--- src/rtl/ldst_agu_pkg.sv ---
`timescale 1ns/1ps
// Package: ldst_agu_pkg
// Shared constants and types for the load/store effective-address sequencer.
// Assumes a 4-bit opcode in the top bits of every instruction word.
package ldst_agu_pkg;

    localparam int OPC_W = 4;

    localparam logic [OPC_W-1:0] OPC_LD_PCREL = 4'b0010;
    localparam logic [OPC_W-1:0] OPC_ST_PCREL = 4'b0011;
    localparam logic [OPC_W-1:0] OPC_LD_PTR   = 4'b1010;
    localparam logic [OPC_W-1:0] OPC_ST_PTR   = 4'b1011;
    localparam logic [OPC_W-1:0] OPC_LD_BASE  = 4'b0110;
    localparam logic [OPC_W-1:0] OPC_ST_BASE  = 4'b0111;
    localparam logic [OPC_W-1:0] OPC_ADDR_ONLY = 4'b1110;

    typedef enum logic [2:0] {
        SQ_IDLE,
        SQ_ADDR,
        SQ_PTR,
        SQ_DATA,
        SQ_WB
    } seq_state_e;

    typedef enum logic [2:0] {
        AM_NONE,
        AM_PCREL,
        AM_INDIRECT,
        AM_BASE,
        AM_ADDRONLY
    } addr_mode_e;

    typedef struct packed {
        addr_mode_e mode;
        logic       is_store;
    } op_ctl_t;

endpackage

--- src/rtl/ldst_op_decode.sv ---
`timescale 1ns/1ps
// Module: ldst_op_decode
// Combinational decode of an instruction word into its addressing mode, its
// direction, its register indices and both sign-extended offsets.
// Assumes the layout opcode | data index | base index | offset, packed from
// the top bit down; the counter offset spans every bit below the data index.
module ldst_op_decode
    import ldst_agu_pkg::*;
#(
    parameter int INSN_W = 16,
    parameter int REG_W  = 3,
    parameter int DATA_W = 16
) (
    input  logic [INSN_W-1:0] insn,
    output op_ctl_t           ctl,
    output logic [REG_W-1:0]  data_idx,
    output logic [REG_W-1:0]  base_idx,
    output logic [DATA_W-1:0] pcoff_ext,
    output logic [DATA_W-1:0] boff_ext
);

    localparam int OPC_LSB  = INSN_W - OPC_W;
    localparam int DIDX_LSB = OPC_LSB - REG_W;
    localparam int BIDX_LSB = DIDX_LSB - REG_W;
    localparam int PCOFF_W  = DIDX_LSB;
    localparam int BOFF_W   = BIDX_LSB;

    logic [OPC_W-1:0] opc;

    assign opc      = insn[INSN_W-1:OPC_LSB];
    assign data_idx = insn[DIDX_LSB +: REG_W];
    assign base_idx = insn[BIDX_LSB +: REG_W];

    // Sign-extend both offset fields to the data width.
    assign pcoff_ext = {{(DATA_W-PCOFF_W){insn[PCOFF_W-1]}}, insn[PCOFF_W-1:0]};
    assign boff_ext  = {{(DATA_W-BOFF_W){insn[BOFF_W-1]}}, insn[BOFF_W-1:0]};

    // Map the opcode to an addressing mode and a direction.
    always_comb begin
        ctl.mode     = AM_NONE;
        ctl.is_store = 1'b0;
        case (opc)
            OPC_LD_PCREL:  ctl.mode = AM_PCREL;
            OPC_ST_PCREL:  begin ctl.mode = AM_PCREL;    ctl.is_store = 1'b1; end
            OPC_LD_PTR:    ctl.mode = AM_INDIRECT;
            OPC_ST_PTR:    begin ctl.mode = AM_INDIRECT; ctl.is_store = 1'b1; end
            OPC_LD_BASE:   ctl.mode = AM_BASE;
            OPC_ST_BASE:   begin ctl.mode = AM_BASE;     ctl.is_store = 1'b1; end
            OPC_ADDR_ONLY: ctl.mode = AM_ADDRONLY;
            default:       ctl.mode = AM_NONE;
        endcase
    end

endmodule

--- src/rtl/ldst_addr_gen.sv ---
`timescale 1ns/1ps
// Module: ldst_addr_gen
// Forms the effective address from captured operands: the base register plus
// the short offset in register-plus-offset mode, and the incremented counter
// plus the long offset in every other mode. SHARED_ADDER picks either one adder
// behind operand muxes or two adders feeding a result mux.
// Assumes its operands are held stable by the caller (captured context).
module ldst_addr_gen
    import ldst_agu_pkg::*;
#(
    parameter int DATA_W       = 16,
    parameter bit SHARED_ADDER = 1'b1
) (
    input  addr_mode_e        mode,
    input  logic [DATA_W-1:0] pc_val,
    input  logic [DATA_W-1:0] base_val,
    input  logic [DATA_W-1:0] pcoff_ext,
    input  logic [DATA_W-1:0] boff_ext,
    output logic [DATA_W-1:0] ea
);

    logic use_base;

    assign use_base = (mode == AM_BASE);

    generate
        if (SHARED_ADDER) begin : g_shared
            logic [DATA_W-1:0] opa;
            logic [DATA_W-1:0] opb;
            // Select operands first, then add once.
            always_comb begin
                opa = use_base ? base_val : pc_val;
                opb = use_base ? boff_ext : pcoff_ext;
                ea  = opa + opb;
            end
        end else begin : g_split
            logic [DATA_W-1:0] sum_pc;
            logic [DATA_W-1:0] sum_base;
            // Add both candidates in parallel, then select.
            always_comb begin
                sum_pc   = pc_val + pcoff_ext;
                sum_base = base_val + boff_ext;
                ea       = use_base ? sum_base : sum_pc;
            end
        end
    endgenerate

endmodule

--- src/rtl/ldst_seq_fsm.sv ---
`timescale 1ns/1ps
// Module: ldst_seq_fsm
// Sequencer for one data-movement instruction: address capture, optional
// pointer read, data access and register write-back, ending with a registered
// one-cycle done pulse. Each memory state holds its request until ready.
// Assumes the context (mode, direction, store data) is held by the caller from
// acceptance until the sequence ends.
module ldst_seq_fsm
    import ldst_agu_pkg::*;
#(
    parameter int DATA_W = 16
) (
    input  logic              clk,
    input  logic              rst_n,
    input  logic              start,
    input  addr_mode_e        dec_mode,
    input  addr_mode_e        ctx_mode,
    input  logic              ctx_store,
    input  logic [DATA_W-1:0] ctx_src,
    input  logic [DATA_W-1:0] ea,
    input  logic              mem_ready,
    input  logic [DATA_W-1:0] mem_rdata,
    output logic              accept,
    output logic              idle,
    output logic              mem_req,
    output logic              mem_we,
    output logic [DATA_W-1:0] mem_addr,
    output logic [DATA_W-1:0] mem_wdata,
    output logic              reg_we,
    output logic [DATA_W-1:0] wb_data,
    output logic              done
);

    seq_state_e        state;
    logic [DATA_W-1:0] addr_q;
    logic [DATA_W-1:0] wb_q;
    logic              done_q;

    assign idle   = (state == SQ_IDLE);
    assign accept = idle && start && (dec_mode != AM_NONE);

    // Drive the memory and write-back ports from the current state.
    always_comb begin
        mem_req   = (state == SQ_PTR) || (state == SQ_DATA);
        mem_we    = (state == SQ_DATA) && ctx_store;
        mem_addr  = addr_q;
        mem_wdata = ctx_src;
        reg_we    = (state == SQ_WB);
        wb_data   = wb_q;
        done      = done_q;
    end

    // Advance the sequence and capture addresses, pointers and load data.
    always_ff @(posedge clk) begin
        if (!rst_n) begin
            state  <= SQ_IDLE;
            addr_q <= '0;
            wb_q   <= '0;
            done_q <= 1'b0;
        end else begin
            done_q <= 1'b0;
            case (state)
                SQ_IDLE: begin
                    if (accept) begin
                        state <= SQ_ADDR;
                    end
                end
                SQ_ADDR: begin
                    addr_q <= ea;
                    case (ctx_mode)
                        AM_ADDRONLY: begin
                            wb_q  <= ea;
                            state <= SQ_WB;
                        end
                        AM_INDIRECT: state <= SQ_PTR;
                        default:     state <= SQ_DATA;
                    endcase
                end
                SQ_PTR: begin
                    if (mem_ready) begin
                        addr_q <= mem_rdata;
                        state  <= SQ_DATA;
                    end
                end
                SQ_DATA: begin
                    if (mem_ready) begin
                        if (ctx_store) begin
                            done_q <= 1'b1;
                            state  <= SQ_IDLE;
                        end else begin
                            wb_q  <= mem_rdata;
                            state <= SQ_WB;
                        end
                    end
                end
                SQ_WB: begin
                    done_q <= 1'b1;
                    state  <= SQ_IDLE;
                end
                default: state <= SQ_IDLE;
            endcase
        end
    end

endmodule

--- src/rtl/ldst_agu_seq.sv ---
`timescale 1ns/1ps
// Module: ldst_agu_seq (top)
// Load/store effective-address sequencer. It decodes the offered instruction,
// captures the instruction fields and operand values on acceptance, forms the
// effective address and sequences the memory transactions and write-back.
// Assumes base_val and src_val belong to base_sel and src_sel in the cycle
// where start is high, and that mem_rdata is valid whenever mem_ready is high.
module ldst_agu_seq
    import ldst_agu_pkg::*;
#(
    parameter int DATA_W       = 16,
    parameter int REG_W        = 3,
    parameter bit SHARED_ADDER = 1'b1
) (
    input  logic              clk,
    input  logic              rst_n,
    input  logic              start,
    input  logic [DATA_W-1:0] instr,
    input  logic [DATA_W-1:0] pc_inc,
    output logic [REG_W-1:0]  base_sel,
    input  logic [DATA_W-1:0] base_val,
    output logic [REG_W-1:0]  src_sel,
    input  logic [DATA_W-1:0] src_val,
    output logic              idle,
    output logic              mem_req,
    output logic              mem_we,
    output logic [DATA_W-1:0] mem_addr,
    output logic [DATA_W-1:0] mem_wdata,
    input  logic [DATA_W-1:0] mem_rdata,
    input  logic              mem_ready,
    output logic              reg_we,
    output logic [REG_W-1:0]  reg_waddr,
    output logic [DATA_W-1:0] reg_wdata,
    output logic              done
);

    op_ctl_t           dec_ctl;
    logic [REG_W-1:0]  dec_didx;
    logic [REG_W-1:0]  dec_bidx;
    logic [DATA_W-1:0] dec_pcoff;
    logic [DATA_W-1:0] dec_boff;

    addr_mode_e        ctx_mode;
    logic              ctx_store;
    logic [REG_W-1:0]  ctx_didx;
    logic [DATA_W-1:0] ctx_pc;
    logic [DATA_W-1:0] ctx_base;
    logic [DATA_W-1:0] ctx_src;
    logic [DATA_W-1:0] ctx_pcoff;
    logic [DATA_W-1:0] ctx_boff;

    logic              accept;
    logic [DATA_W-1:0] ea;

    ldst_op_decode #(
        .INSN_W (DATA_W),
        .REG_W  (REG_W),
        .DATA_W (DATA_W)
    ) u_decode (
        .insn      (instr),
        .ctl       (dec_ctl),
        .data_idx  (dec_didx),
        .base_idx  (dec_bidx),
        .pcoff_ext (dec_pcoff),
        .boff_ext  (dec_boff)
    );

    assign base_sel  = dec_bidx;
    assign src_sel   = dec_didx;
    assign reg_waddr = ctx_didx;

    // Capture the decoded instruction and its operands when it is accepted.
    always_ff @(posedge clk) begin
        if (!rst_n) begin
            ctx_mode  <= AM_NONE;
            ctx_store <= 1'b0;
            ctx_didx  <= '0;
            ctx_pc    <= '0;
            ctx_base  <= '0;
            ctx_src   <= '0;
            ctx_pcoff <= '0;
            ctx_boff  <= '0;
        end else if (accept) begin
            ctx_mode  <= dec_ctl.mode;
            ctx_store <= dec_ctl.is_store;
            ctx_didx  <= dec_didx;
            ctx_pc    <= pc_inc;
            ctx_base  <= base_val;
            ctx_src   <= src_val;
            ctx_pcoff <= dec_pcoff;
            ctx_boff  <= dec_boff;
        end
    end

    ldst_addr_gen #(
        .DATA_W       (DATA_W),
        .SHARED_ADDER (SHARED_ADDER)
    ) u_addr (
        .mode      (ctx_mode),
        .pc_val    (ctx_pc),
        .base_val  (ctx_base),
        .pcoff_ext (ctx_pcoff),
        .boff_ext  (ctx_boff),
        .ea        (ea)
    );

    ldst_seq_fsm #(
        .DATA_W (DATA_W)
    ) u_fsm (
        .clk       (clk),
        .rst_n     (rst_n),
        .start     (start),
        .dec_mode  (dec_ctl.mode),
        .ctx_mode  (ctx_mode),
        .ctx_store (ctx_store),
        .ctx_src   (ctx_src),
        .ea        (ea),
        .mem_ready (mem_ready),
        .mem_rdata (mem_rdata),
        .accept    (accept),
        .idle      (idle),
        .mem_req   (mem_req),
        .mem_we    (mem_we),
        .mem_addr  (mem_addr),
        .mem_wdata (mem_wdata),
        .reg_we    (reg_we),
        .wb_data   (reg_wdata),
        .done      (done)
    );

endmodule

--- config.mk ---
export PLATFORM = sky130hd
export DESIGN_NAME = ldst_agu_seq
export DESIGN_NICKNAME = d
export VERILOG_FILES = /design/src/rtl/ldst_agu_pkg.sv /design/src/rtl/ldst_op_decode.sv /design/src/rtl/ldst_addr_gen.sv /design/src/rtl/ldst_seq_fsm.sv /design/src/rtl/ldst_agu_seq.sv
export SDC_FILE = /design/constraint.sdc
export NUM_CORES = 1
export LEC_CHECK = 0
export ABC_AREA = 1
export BUFFER_PORTS_ARGS = -buffer_cell sky130_fd_sc_hd__clkbuf_2
export CAP_MARGIN = 20
export CORE_ASPECT_RATIO = 2
export CORE_UTILIZATION = 35
export DETAILED_ROUTE_END_ITERATION = 6
export PLACE_DENSITY = 0.63
export SYNTH_ARGS = -nofsm -noshare
export SYNTH_HDL_FRONTEND = slang
export SYNTH_SLANG_ARGS = --single-unit
--- constraint.sdc ---
create_clock -name clk -period 4.4 [get_ports clk]
set_input_delay 1.32 -clock clk [delete_from_list [all_inputs] [get_ports clk]]
set_output_delay 1.32 -clock clk [all_outputs]
set_load 0.1 [all_outputs]
* After elaboration in Yosys (flattened, before gate mapping) *
Cells that the tools add are included.

operators by class
  add/sub/neg operators = 1
  mux-type cells = 19
  eq/ne operators = 19
  reduce and logical (&&, ||, !) cells = 15

operators by type and width
  operator                                                count
  2-to-1 mux 16 bit                                       6
  case mux 16 bit (2 select lines)                        2
  case mux 3 bit (4 select lines)                         2
  adder 16 bit                                            1
  == test 3 x 2 -> 1 bit (second input constant)          4
  == test 4 bit (second input constant)                   3
  2-to-1 mux 3 bit                                        4
  == test 4 x 2 -> 1 bit (second input constant)          2
  == test 4 x 3 -> 1 bit (second input constant)          2
  inequality test 2 bit (second input constant)           4
  == test 3 bit (second input constant)                   2
  case mux 3 bit (2 select lines)                         1
  OR reduction 2 bit                                      3
  AND reduction 4 bit                                     1
  nonzero test 2 bit                                      2
  == test 3 x 1 -> 1 bit (second input constant)          1
  logical AND 1 bit                                       3
  zero test 3 bit                                         1
  2-to-1 mux 1 bit                                        3
  AND reduction 3 bit                                     1
  nonzero test 3 bit                                      1
  OR reduction 3 bit                                      1
  inequality test 2 x 1 -> 1 bit (second input constant)  1
  case mux 1 bit (2 select lines)                         1
  2 further kinds                                         2

storage, ports and cells
  bits of input ports = 84
  word-level logic and storage cells = 66
  flip-flop bits (word level) = 106
  output and inout port bits = 62

* Longest topological paths before layout *
Gate-level depths: netlist (run 1).

  depth in word-level cells = 7
  depth in mapped cells = 16
  mapped depth without buffers = 15

* Cells and area by module *
A second synthesis (run 1) with hierarchy kept.

unflattened totals
  cells, all modules = 1,197
  area total of the unflattened synthesis = 7,185.6 um^2

modules (own cells, without submodules)
  module          cells each  area an instance (um^2)  times used  seq. area each (um^2)
  ldst_agu_seq    551         3,545.9                  1           1,741.7
  ldst_seq_fsm    319         1,994.4                  1           720.7
  ldst_addr_gen   279         1,322.5                  1           0.0
  ldst_op_decode  48          322.8                    1           0.0

* Least setup slack after synthesis (run 1) *
No wires, ideal clock.

  path kind = reg2out
  from = reg u_fsm.state[2]
  to = out reg_we
  arrival time = 2,583 ps
  setup slack = 497 ps
  stages on the path, launching flop included = 3
  data required time = 3,080 ps
  buffers on the path = 0
  path through = dfxtp_1 inv_1 nor3_1

on the way
  word-level cells in the longest chain between the ends = 1

ends and longest elaborated chain
  item                    RTL line            text
  from (decl)             ldst_seq_fsm.sv:34  seq_state_e state;
  from (signal assigned)  ldst_seq_fsm.sv:56  state <= SQ_IDLE;
  from (signal assigned)  ldst_seq_fsm.sv:65  state <= SQ_ADDR;
  from (signal assigned)  ldst_seq_fsm.sv:73  state <= SQ_WB;
  == test 3 bit           ldst_seq_fsm.sv:48  reg_we = (state == SQ_WB);
  to (decl)               ldst_agu_seq.sv:31  output logic reg_we,

No other way between the ends.

* Worst setup path in the final report (run 1) *
  from = reg u_fsm.state[0]
  to = out mem_we

on the way
  word-level cells in the longest chain between the ends = 2

ends and longest elaborated chain
  item                    RTL line            text
  == test 3 x 2 -> 1 bit  ldst_seq_fsm.sv:45  mem_we = (state == SQ_DATA) && ctx_store;
  logical AND 1 bit       ldst_seq_fsm.sv:45
  to (decl)               ldst_agu_seq.sv:26  output logic mem_we,

No other way between the ends.

==> flow_summary.ini, run 1 <==
[floorplan]
core_sq_mm = 0.0140
die_x_microns = 86.7
io_pins = 146
start_util_pct = 36.0
core.rowCount = 61
fp.dieArea_sq_mm = 0.0149
dieHeight_microns = 171

[setup_path]
end_kind = output port
max_stage_delay_ps = 500
criticalPathCategory = flop to output port
cp.depth = 5
crit_end = mem_we
arrival_ps = 2220
setup.worst_path.start = u_fsm.state[0]$_SDFFE_PN0P_
critPathLaunchType = flop
critical_path_required_ps = 3080
crit_slowest_cell = clkbuf_2
rr_worst_depth = 15
r2r-end = u_fsm.wb_data[13]$_SDFFE_PN0P_
r2r-start = ctx_mode[2]$_SDFFE_PN0P_
rrSetupSlack_ps = 1430
crit_family = buffers and inverters
cp_max_fo = 17
worst-path-buf-inv = 3
cp_cell_sequence = inv_2, nor3_4, clkinv_1, nor2_1, clkbuf_2

[flow_run]
max-cap-violations = 0

[synth]
ys_seq_elements = 100
netlist_area_sq_mm = 0.00502
yosysSeqAreaShare_pct = 39.9
postSynthCellCount = 749
yosysWarnings = 0
yosys.cell_types.count = 29
syn-num-nets = 849
postSynthAreaPerCell_sq_um = 6.71

[sta]
rsz0062_at_grt = false
fin_crit_sh_pct = 80.5
worst_slew_pin_slew_ps = 975
setup_violations = 0
fin_crit_ps = 3540
final.setup.tns_ps = 0
hold_violations = 0
fin_skew_ps = 8.92
fmax_mhz = 282
slew_headroom_pct = 35.0
report.final.slew_viol_count = 0

[route]
drt.antenna.violating_nets = 0
drtPass1Iterations = 4
avgRoutedWirePerCell_microns = 12.6
drt-total-wl_microns = 13300
routed_via_density = 4.78
vias = 5062
dr.first_iter.drc_count = 160
drcViolationCount = 0

[min_path]
hold_class = flop to flop

[clocking]
ctsResizeCount = 0
cts_setup_buffers = 0
cts_made_buffers = 9
path_clk_slew_ps = 70
cts_tree = yes
clk_path_buf_depth = 2
cts_root_buf = clkbuf_16
holdBufCountCts = 0
worst_skew_pair.late_latency_ps = 350
cts_max_level = 3
clock-sinks = 100

[placed_design]
place_congestion = 0.865
numPortBuffers = 145
place_hpwl_microns = 10200

[global_route]
grt_max_degree = 61
grt_pass1_wl_microns = 22000
grt_pass1_vias = 4767
grt_overflow = 0
antenna_found_initial = 0
grt_usage_pct = 18.7

[finish]
num-fill-cells = 1497
area_delta_synth_final_pct = 21.7
layout.nets = 965
layout_common_cells = nand2_1, clkbuf_2, nor2_1
antenna_cells = 0
layout_commonest_cell = nand2_1
drive_gt1_share_pct = 21.0

[pwr]
p_total_mw = 4.29
powerDensity_mw_per_mm2 = 702
vdd_ir_drop_max_mv = 0.314
p_leak_nw = 3.06

[status]
status = finished, final reports clean
==> worst register-to-register path: stages (launching register included) <==
cell	delay, ps
dfxtp_1	340
inv_1	120
nand3_1	540
nand2_1	270
nand2_1	130
inv_1	210
ha_1	340
nand2_1	190
inv_1	60
nand2_1	60
nand3_1	60
a21oi_1	180
nand2_1	80
nand2_1	80
nand3_1	90
a21oi_1	140
==> synth_stat cells (all sizes together) <==
master	count	area share, %
a211oi	2	0.30
a21oi	69	7.1
a31oi	10	1.2
and2	1	0.12
buf	19	2.4
clkbuf	28	2.1
clkinv	1	0.075
dfxtp	100	40
fa	1	0.40
ha	15	3.7
inv	62	4.6
nand2	158	12
nand3	38	3.8
nand3b	6	0.90
nand4	3	0.37
nor2	125	9.4
nor3	6	0.92
o21ai	97	9.7
or2	4	0.50
xor2	4	0.70
==> flip-flops by register name, indices dropped and copies added (netlist names) <==
name and count:
ctx_base 16, ctx_mode 3, ctx_pc 16, ctx_pcoff 9
ctx_src 16, ctx_store 1, reg_waddr 3, u_fsm.done 1
u_fsm.mem_addr 16, u_fsm.state 3, u_fsm.wb_data 16
==> cell type report <==
class	count	area [sq um]	share of cell area, %
Sequential cell	100	2000	32.7
Clock inverter	6	56.3	0.921
Timing Repair Buffer	152	791	12.9
Tap cell	189	236	3.87
Inverter	63	236	3.87
Multi-Input combinational cell	539	2560	41.9
Clock buffer	10	229	3.74
==> metrics by stage <==
stage / cells / setup WS (ps) / area, sq um / util [%] / hold slack [ps]
6_report: 1059 / 857 / 6110 / 43.8 / 483
5_1_grt: 1059 / 679 / 6110 / 43.8 / 511
4_1_cts: 1059 / 813 / 6110 / 43.8 / 482
3_5_place_dp: 1043 / 1200 / 5830 / 41.7 / 468
3_3_place_gp: 1043 / 1230 / 5830 / 41.7 / 459
2_1_floorplan: 749 / 497 / 5020 / - / 430
==> cells by family (layout without fill, tap and decap cells) <==
logic type | after synthesis | in the layout | share of synthesized area, %
buffers and inverters | 110 | 231 | 9.22
xor gates and xnor gates | 4 | 4 | 0.697
and+or+nand+nor | 341 | 341 | 27.8
DFF | 100 | 100 | 39.9
AOI/OAI and AO/OA | 178 | 178 | 18.3
adders and majority gates | 16 | 16 | 4.13
==> power by group <==
part           switching (mW)  leakage, nW  internal [mW]  total (mW)
Sequential              0.116        0.818           1.13        1.24
Combinational            1.81         2.11          0.469        2.28
Clock                   0.375        0.137          0.396       0.771
Total                    2.30         3.06           1.99        4.29
==> per-layer routing <==
metal  GRT usage, %  share of wire [%]  up-vias
met3           3.55                4.3       20
met5              0                  0        -
met1           20.4                 40     2258
met2           34.5                 53      136
met4           8.19                2.8        0
li1               -                  -     2648
==> how the worst min path moves through the flow <==
stage	startpoint	end	slack, ps	depth (start not counted)
3_3_place_gp	ctx_pcoff[6]$_SDFFE_PN0P_	ctx_pcoff[6]$_SDFFE_PN0P_	460	2
6_report	ctx_src[0]$_SDFFE_PN0P_	ctx_src[0]$_SDFFE_PN0P_	480	2
2_1_floorplan	ctx_pcoff[8]$_SDFFE_PN0P_	ctx_pcoff[8]$_SDFFE_PN0P_	430	2
5_1_grt	ctx_base[15]$_SDFFE_PN0P_	ctx_base[15]$_SDFFE_PN0P_	510	2
4_1_cts	ctx_pc[15]$_SDFFE_PN0P_	ctx_pc[15]$_SDFFE_PN0P_	480	2
3_5_place_dp	ctx_pcoff[6]$_SDFFE_PN0P_	ctx_pcoff[6]$_SDFFE_PN0P_	470	2
Power figures use the tool's default switching activity.
==> inputs of run 2 (changes only) <==
- PLACE_DENSITY: 0.63 -> 0.65
- clock period: 4.4 -> 3.1 ns (I/O delays scaled with it)
==> run 2 against run 1 <==
  * Worst setup slack got worse by 290 ps
  * Sequential power increased by 44%
  * Clock skew decreased by 0.57 ps
  * Clock power grew 41%
  * Core utilization is 0.54 points higher
  * Combinational power grew 43%
  * Flip-flop and latch count is the same
  * Total power is 43% higher
  * Cell area increased by 1.2%
  * Count of clock-buffer cells in the layout is 2 higher
  * Critical endpoint is now u_fsm.mem_addr[6]$_SDFFE_PN0P_
==> flow_summary.ini, run 2 (same netlist as run 1, synthesis figures left out) <==
[status]
status = finished, final reports clean

[setup_path]
crit_family = simple AND/OR/NAND/NOR gates
r2r-start = ctx_mode[2]$_SDFFE_PN0P_
cpMostUsedCell = nand2_1
rrSetupSlack_ps = 570
critical_path_required_ps = 3330
crit_slowest_cell = fa_1
rr_worst_depth = 14
max_stage_delay_ps = 410
end_kind = flop
cp_max_fo = 12
criticalPathCategory = flop to flop
critPathLaunchType = flop
cp_cell_sequence = inv_1, nand3_1, buf_4, nand2_1, nand2_1, ha_1, fa_1, nand2_1, nand2_1, nand3b_1, nand2_1, or2_2, nand3_1, a21oi_1
arrival_ps = 2770
worst-path-buf-inv = 2
r2r-end = u_fsm.mem_addr[6]$_SDFFE_PN0P_

[clocking]
ctsResizeCount = 0
cts_tree = yes
cts_root_buf = clkbuf_16
cts_made_buffers = 9
path_clk_slew_ps = 70
cts_max_level = 3
worst_skew_pair.late_latency_ps = 350
clk_path_buf_depth = 2
holdBufCountCts = 0
cts_setup_buffers = 0
clock-sinks = 100

[finish]
design_area_sq_mm = 0.00619
area_delta_synth_final_pct = 23.2
antenna_cells = 0
drive_gt1_share_pct = 21.7
num-fill-cells = 1549
layout_commonest_cell = nand2_1
fin_cells = 1064
layout.nets = 970
layout_common_cells = nand2_1, clkbuf_2, nor2_1

[sta]
report.final.slew_viol_count = 0
final.setup.tns_ps = 0
fmax_mhz = 395
slew_headroom_pct = 62.1
fin_crit_sh_pct = 81.8
setup_violations = 0
hold_ws_ps = 476
hold_violations = 0
worst_slew_pin_slew_ps = 570
fin_crit_ps = 2530
rsz0062_at_grt = false
fin_skew_ps = 8.34

[pwr]
p_int_mw = 2.88
powerDensity_mw_per_mm2 = 989
power.share.sequential_pct = 29.0
power.switching_mw = 3.25
p_clk_share_pct = 17.9
p_leak_nw = 3.11
combPwrFrac_pct = 53.1
vdd_ir_drop_max_mv = 0.333
p_total_mw = 6.12
netSwitchingFraction_pct = 53.0

[route]
vias = 5061
drt.antenna.violating_nets = 0
drtPass1Iterations = 4
drcViolationCount = 0
drt-total-wl_microns = 13500
avgRoutedWirePerCell_microns = 12.7
routed_via_density = 4.76
dr.first_iter.drc_count = 187

[floorplan]
start_util_pct = 36.0
core_sq_mm = 0.0140
core.rowCount = 61
fp.dieArea_sq_mm = 0.0149
dieHeight_microns = 171
io_pins = 146
die_x_microns = 86.7

[min_path]
hold_depth = 2
hold_class = flop to flop
hold_end = ctx_pc[15]$_SDFFE_PN0P_
hp-start = ctx_pc[15]$_SDFFE_PN0P_

[global_route]
grt_pass1_wl_microns = 21600
met3_usage_pct = 3.98
grt_busiest_layer = met2
grt_max_degree = 74
grt_overflow = 0
grtUsageMet2_pct = 34.4
grt_util_met1_pct = 19.9
grt_pass1_vias = 4663
grt_usage_pct = 18.6
antenna_found_initial = 0

[flow_run]
max-cap-violations = 0

[placed_design]
place_congestion = 0.886
numPortBuffers = 145
place_area_sq_mm = 0.00590
dp.cells = 1048
place_hpwl_microns = 10500
## run 2: changes by cell type in the layout (fill, tap and decap cells not counted)
cell,change
buf_12,+2
buf_4,+4
clkbuf_2,-1
clkbuf_8,+2
clkinv_2,+1
clkinvlp_4,-1
inv_8,-2
nor2_1,-1
nor2_2,+1
nor3_1,-1
nor3_2,+1
## run 2: worst max path at each step
stage	slack, ps	startpoint	endpoint	cells past startpoint
finish	570	ctx_mode[2]$_SDFFE_PN0P_	u_fsm.mem_addr[6]$_SDFFE_PN0P_	14
global route	320	ctx_mode[2]$_SDFFE_PN0P_	u_fsm.wb_data[12]$_SDFFE_PN0P_	15
CTS	560	ctx_mode[2]$_SDFFE_PN0P_	u_fsm.mem_addr[6]$_SDFFE_PN0P_	14
detailed placement	580	ctx_mode[2]$_SDFFE_PN0P_	u_fsm.mem_addr[6]$_SDFFE_PN0P_	14
global placement	600	ctx_mode[2]$_SDFFE_PN0P_	u_fsm.mem_addr[6]$_SDFFE_PN0P_	14
floorplan	320	u_fsm.state[0]$_SDFFE_PN0P_	mem_we	4
## run 2: power by group through the flow
stage | Sequential, mW | Combinational, mW | Clock (mW)
final | 1.78 | 3.25 | 1.09
after global routing | 1.82 | 3.51 | 1.17
after CTS | 1.78 | 3.28 | 1.13
after detailed placement | 1.81 | 3.27 | 0
after global placement | 1.81 | 3.26 | 0
after floorplan | 3.10 | 1.36 | 0
## run 2: worst reg2reg max path, stage by stage (launching register included)
cell      delay, ps
dfxtp_1         340
inv_1           110
nand3_1         210
buf_4           260
nand2_1          60
nand2_1          50
ha_1            200
fa_1            410
nand2_1          80
nand2_1          60
nand3b_1         70
nand2_1         120
or2_2           310
nand3_1          80
a21oi_1          70
## run 2: cell type report
| type | count | area [sq um] | area share (%) |
|---|---|---|---|
| Clock buffer | 12 | 256 | 4.14 |
| Clock inverter | 4 | 31.3 | 0.505 |
| Inverter | 63 | 236 | 3.82 |
| Multi-Input combinational cell | 539 | 2570 | 41.5 |
| Sequential cell | 100 | 2000 | 32.3 |
| Tap cell | 189 | 236 | 3.82 |
| Timing Repair Buffer | 157 | 856 | 13.8 |
## run 2: routing by layer
layer | part of all wire, % | up-vias | wire length (microns)
met1 | 40 | 2228 | 5450
met3 | 4.5 | 26 | 610
met5 | 0 | - | 0
met4 | 2.7 | 0 | 359
met2 | 53 | 131 | 7110
li1 | - | 2676 | -
## run 2: through the flow
stage	setup WS (ps)	util, %
floorplan	318	-
global placement	603	42.3
detailed placement	578	42.3
CTS	562	44.3
global route	323	44.3
finish	565	44.3
==> inputs of run 3 (changes only) <==
- PLACE_DENSITY: 0.65 -> 0.63
- clock period: 3.1 -> 2.5 ns (I/O delays scaled with it)
==> run 3 against run 2 <==
  * Total power grew 27%
  * Worst hold slack gained 7.6 ps
  * Non-clock buffer count grew 6
  * Cell count grew 0.56%
  * Largest cell class unchanged
  * Via count shrank 0.14%
  * Routed wire length grew 3.2%
  * Count of clock-buffer cells in the layout shrank 2
  * Worst setup slack lost 430 ps
  * Global-route usage grew 0.56 points
==> flow_summary.ini, run 3 (same netlist as run 1, synthesis figures left out) <==
[sta]
fin_crit_ps = 2360
setup_violations = 0
hold_violations = 0
fmax_mhz = 424
fin_crit_sh_pct = 94.4
report.final.slew_viol_count = 0
worst_slew_pin_slew_ps = 578
fin_skew_ps = 9.51
hold_ws_ps = 483
final.setup.tns_ps = 0
slew_headroom_pct = 61.6
setup_slack_ps = 139

[setup_path]
critPathLaunchType = flop
setup.worst_path.start = u_fsm.state[2]$_SDFFE_PN0P_
cp_max_fo = 5
crit_slowest_cell = clkbuf_2
rr_worst_depth = 14
crit_family = buffers and inverters
cp_cell_sequence = inv_1, nor3_2, clkbuf_2
cp.depth = 3
criticalPathCategory = flop to output port
worst-path-buf-inv = 2
max_stage_delay_ps = 490
end_kind = output port
critical_path_required_ps = 1750
arrival_ps = 1610
r2r-start = ctx_mode[2]$_SDFFE_PN0P_

[clocking]
clk_path_buf_depth = 2
cts_tree = yes
cts_made_buffers = 9
cts_root_buf = clkbuf_16
clock-sinks = 100
worst_skew_pair.late_latency_ps = 350
cts_max_level = 3
holdBufCountCts = 0
path_clk_slew_ps = 70

[global_route]
grt_pass1_wl_microns = 22100
grt_usage_pct = 19.1
grt_pass1_vias = 4645
grt_max_degree = 45
grt_overflow = 0
antenna_found_initial = 0

[route]
avgRoutedWirePerCell_microns = 13.1
vias = 5054
dr.first_iter.drc_count = 165
drt.antenna.violating_nets = 0
drt-total-wl_microns = 14000
drtPass1Iterations = 5
routed_via_density = 4.72
drcViolationCount = 0

[min_path]
hold_depth = 2
hold_class = flop to flop
hp-start = ctx_pcoff[6]$_SDFFE_PN0P_

[finish]
layout_commonest_cell = nand2_1
num-fill-cells = 1478
multi_input_area_sq_mm = 0.00260
layout_common_cells = nand2_1, clkbuf_2, nor2_1
area_delta_synth_final_pct = 25.6
drive_gt1_share_pct = 23.4
regArea_sq_mm = 0.00200
layout.nets = 976
antenna_cells = 0

[pwr]
powerDensity_mw_per_mm2 = 1230
vdd_ir_drop_max_mv = 0.532
p_leak_nw = 3.14

[floorplan]
start_util_pct = 36.0
die_x_microns = 86.7
dieHeight_microns = 171
io_pins = 146
core.rowCount = 61
fp.dieArea_sq_mm = 0.0149
core_sq_mm = 0.0140

[placed_design]
numPortBuffers = 145
dp_slack_ps = 125
place_hpwl_microns = 10900
place_congestion = 0.882

[status]
status = finished, final reports clean

[flow_run]
max-cap-violations = 0
## run 3: cell count changes in the layout (fill, tap and decap cells not counted), sizes merged
cell | previous run | this run
clkinvlp | 0 | 1
clkbuf | 156 | 154
inv | 63 | 65
clkinv | 4 | 2
bufinv | 0 | 1
buf | 13 | 19
## run 3: per-layer routing
| layer | share of wire, % | up-vias | track usage, % | routed length (microns) |
|---|---|---|---|---|
| li1 | - | 2677 | - | - |
| met1 | 39 | 2222 | 19.9 | 5420 |
| met2 | 54 | 132 | 36.1 | 7580 |
| met3 | 4.1 | 23 | 3.98 | 566 |
| met4 | 2.9 | 0 | 8.26 | 401 |
| met5 | 0 | - | 0 | 0 |
## run 3: worst paths after layout
check / to / slack (ps)
hold / removal: ctx_pcoff[6]$_SDFFE_PN0P_ / 480
setup reg to reg: u_fsm.mem_addr[6]$_SDFFE_PN0P_ / 150
hold reg to reg: ctx_pcoff[6]$_SDFFE_PN0P_ / 480
setup / recovery: reg_we / 140
## run 3: cell type report
| type | instances | share of cell area [%] |
|---|---|---|
| Timing Repair Buffer | 163 | 14.5 |
| Clock buffer | 10 | 3.79 |
| Inverter | 63 | 3.75 |
| Multi-Input combinational cell | 539 | 41.2 |
| Tap cell | 189 | 3.75 |
| Sequential cell | 100 | 31.7 |
| Clock inverter | 6 | 1.23 |
## run 3: where the power goes
group          internal [mW]  switching [mW]
sequential              1.99           0.215
combinational          0.874            3.21
clock                  0.823           0.655
## run 3: worst min-delay path: stages, from the launching register on
cell	delay, ps
dfxtp_1	330
nor2_1	50
nor2_1	80
## run 3: timing repair
action,4_1_cts,5_1_grt
setup endpoints to repair,0,15
resized for setup,0,10
buffers inserted,0,0
## run 3: per-stage QoR
stage          area, sq um  instances  util, %  total power, mW
6_report              6310       1070     45.2             7.77
4_1_cts               6280       1070     45.0             7.84
5_1_grt               6310       1070     45.2             8.25
3_5_place_dp          5960       1054     42.7             6.33
2_1_floorplan         5040        749        -             5.53
3_3_place_gp          5960       1054     42.7             6.31
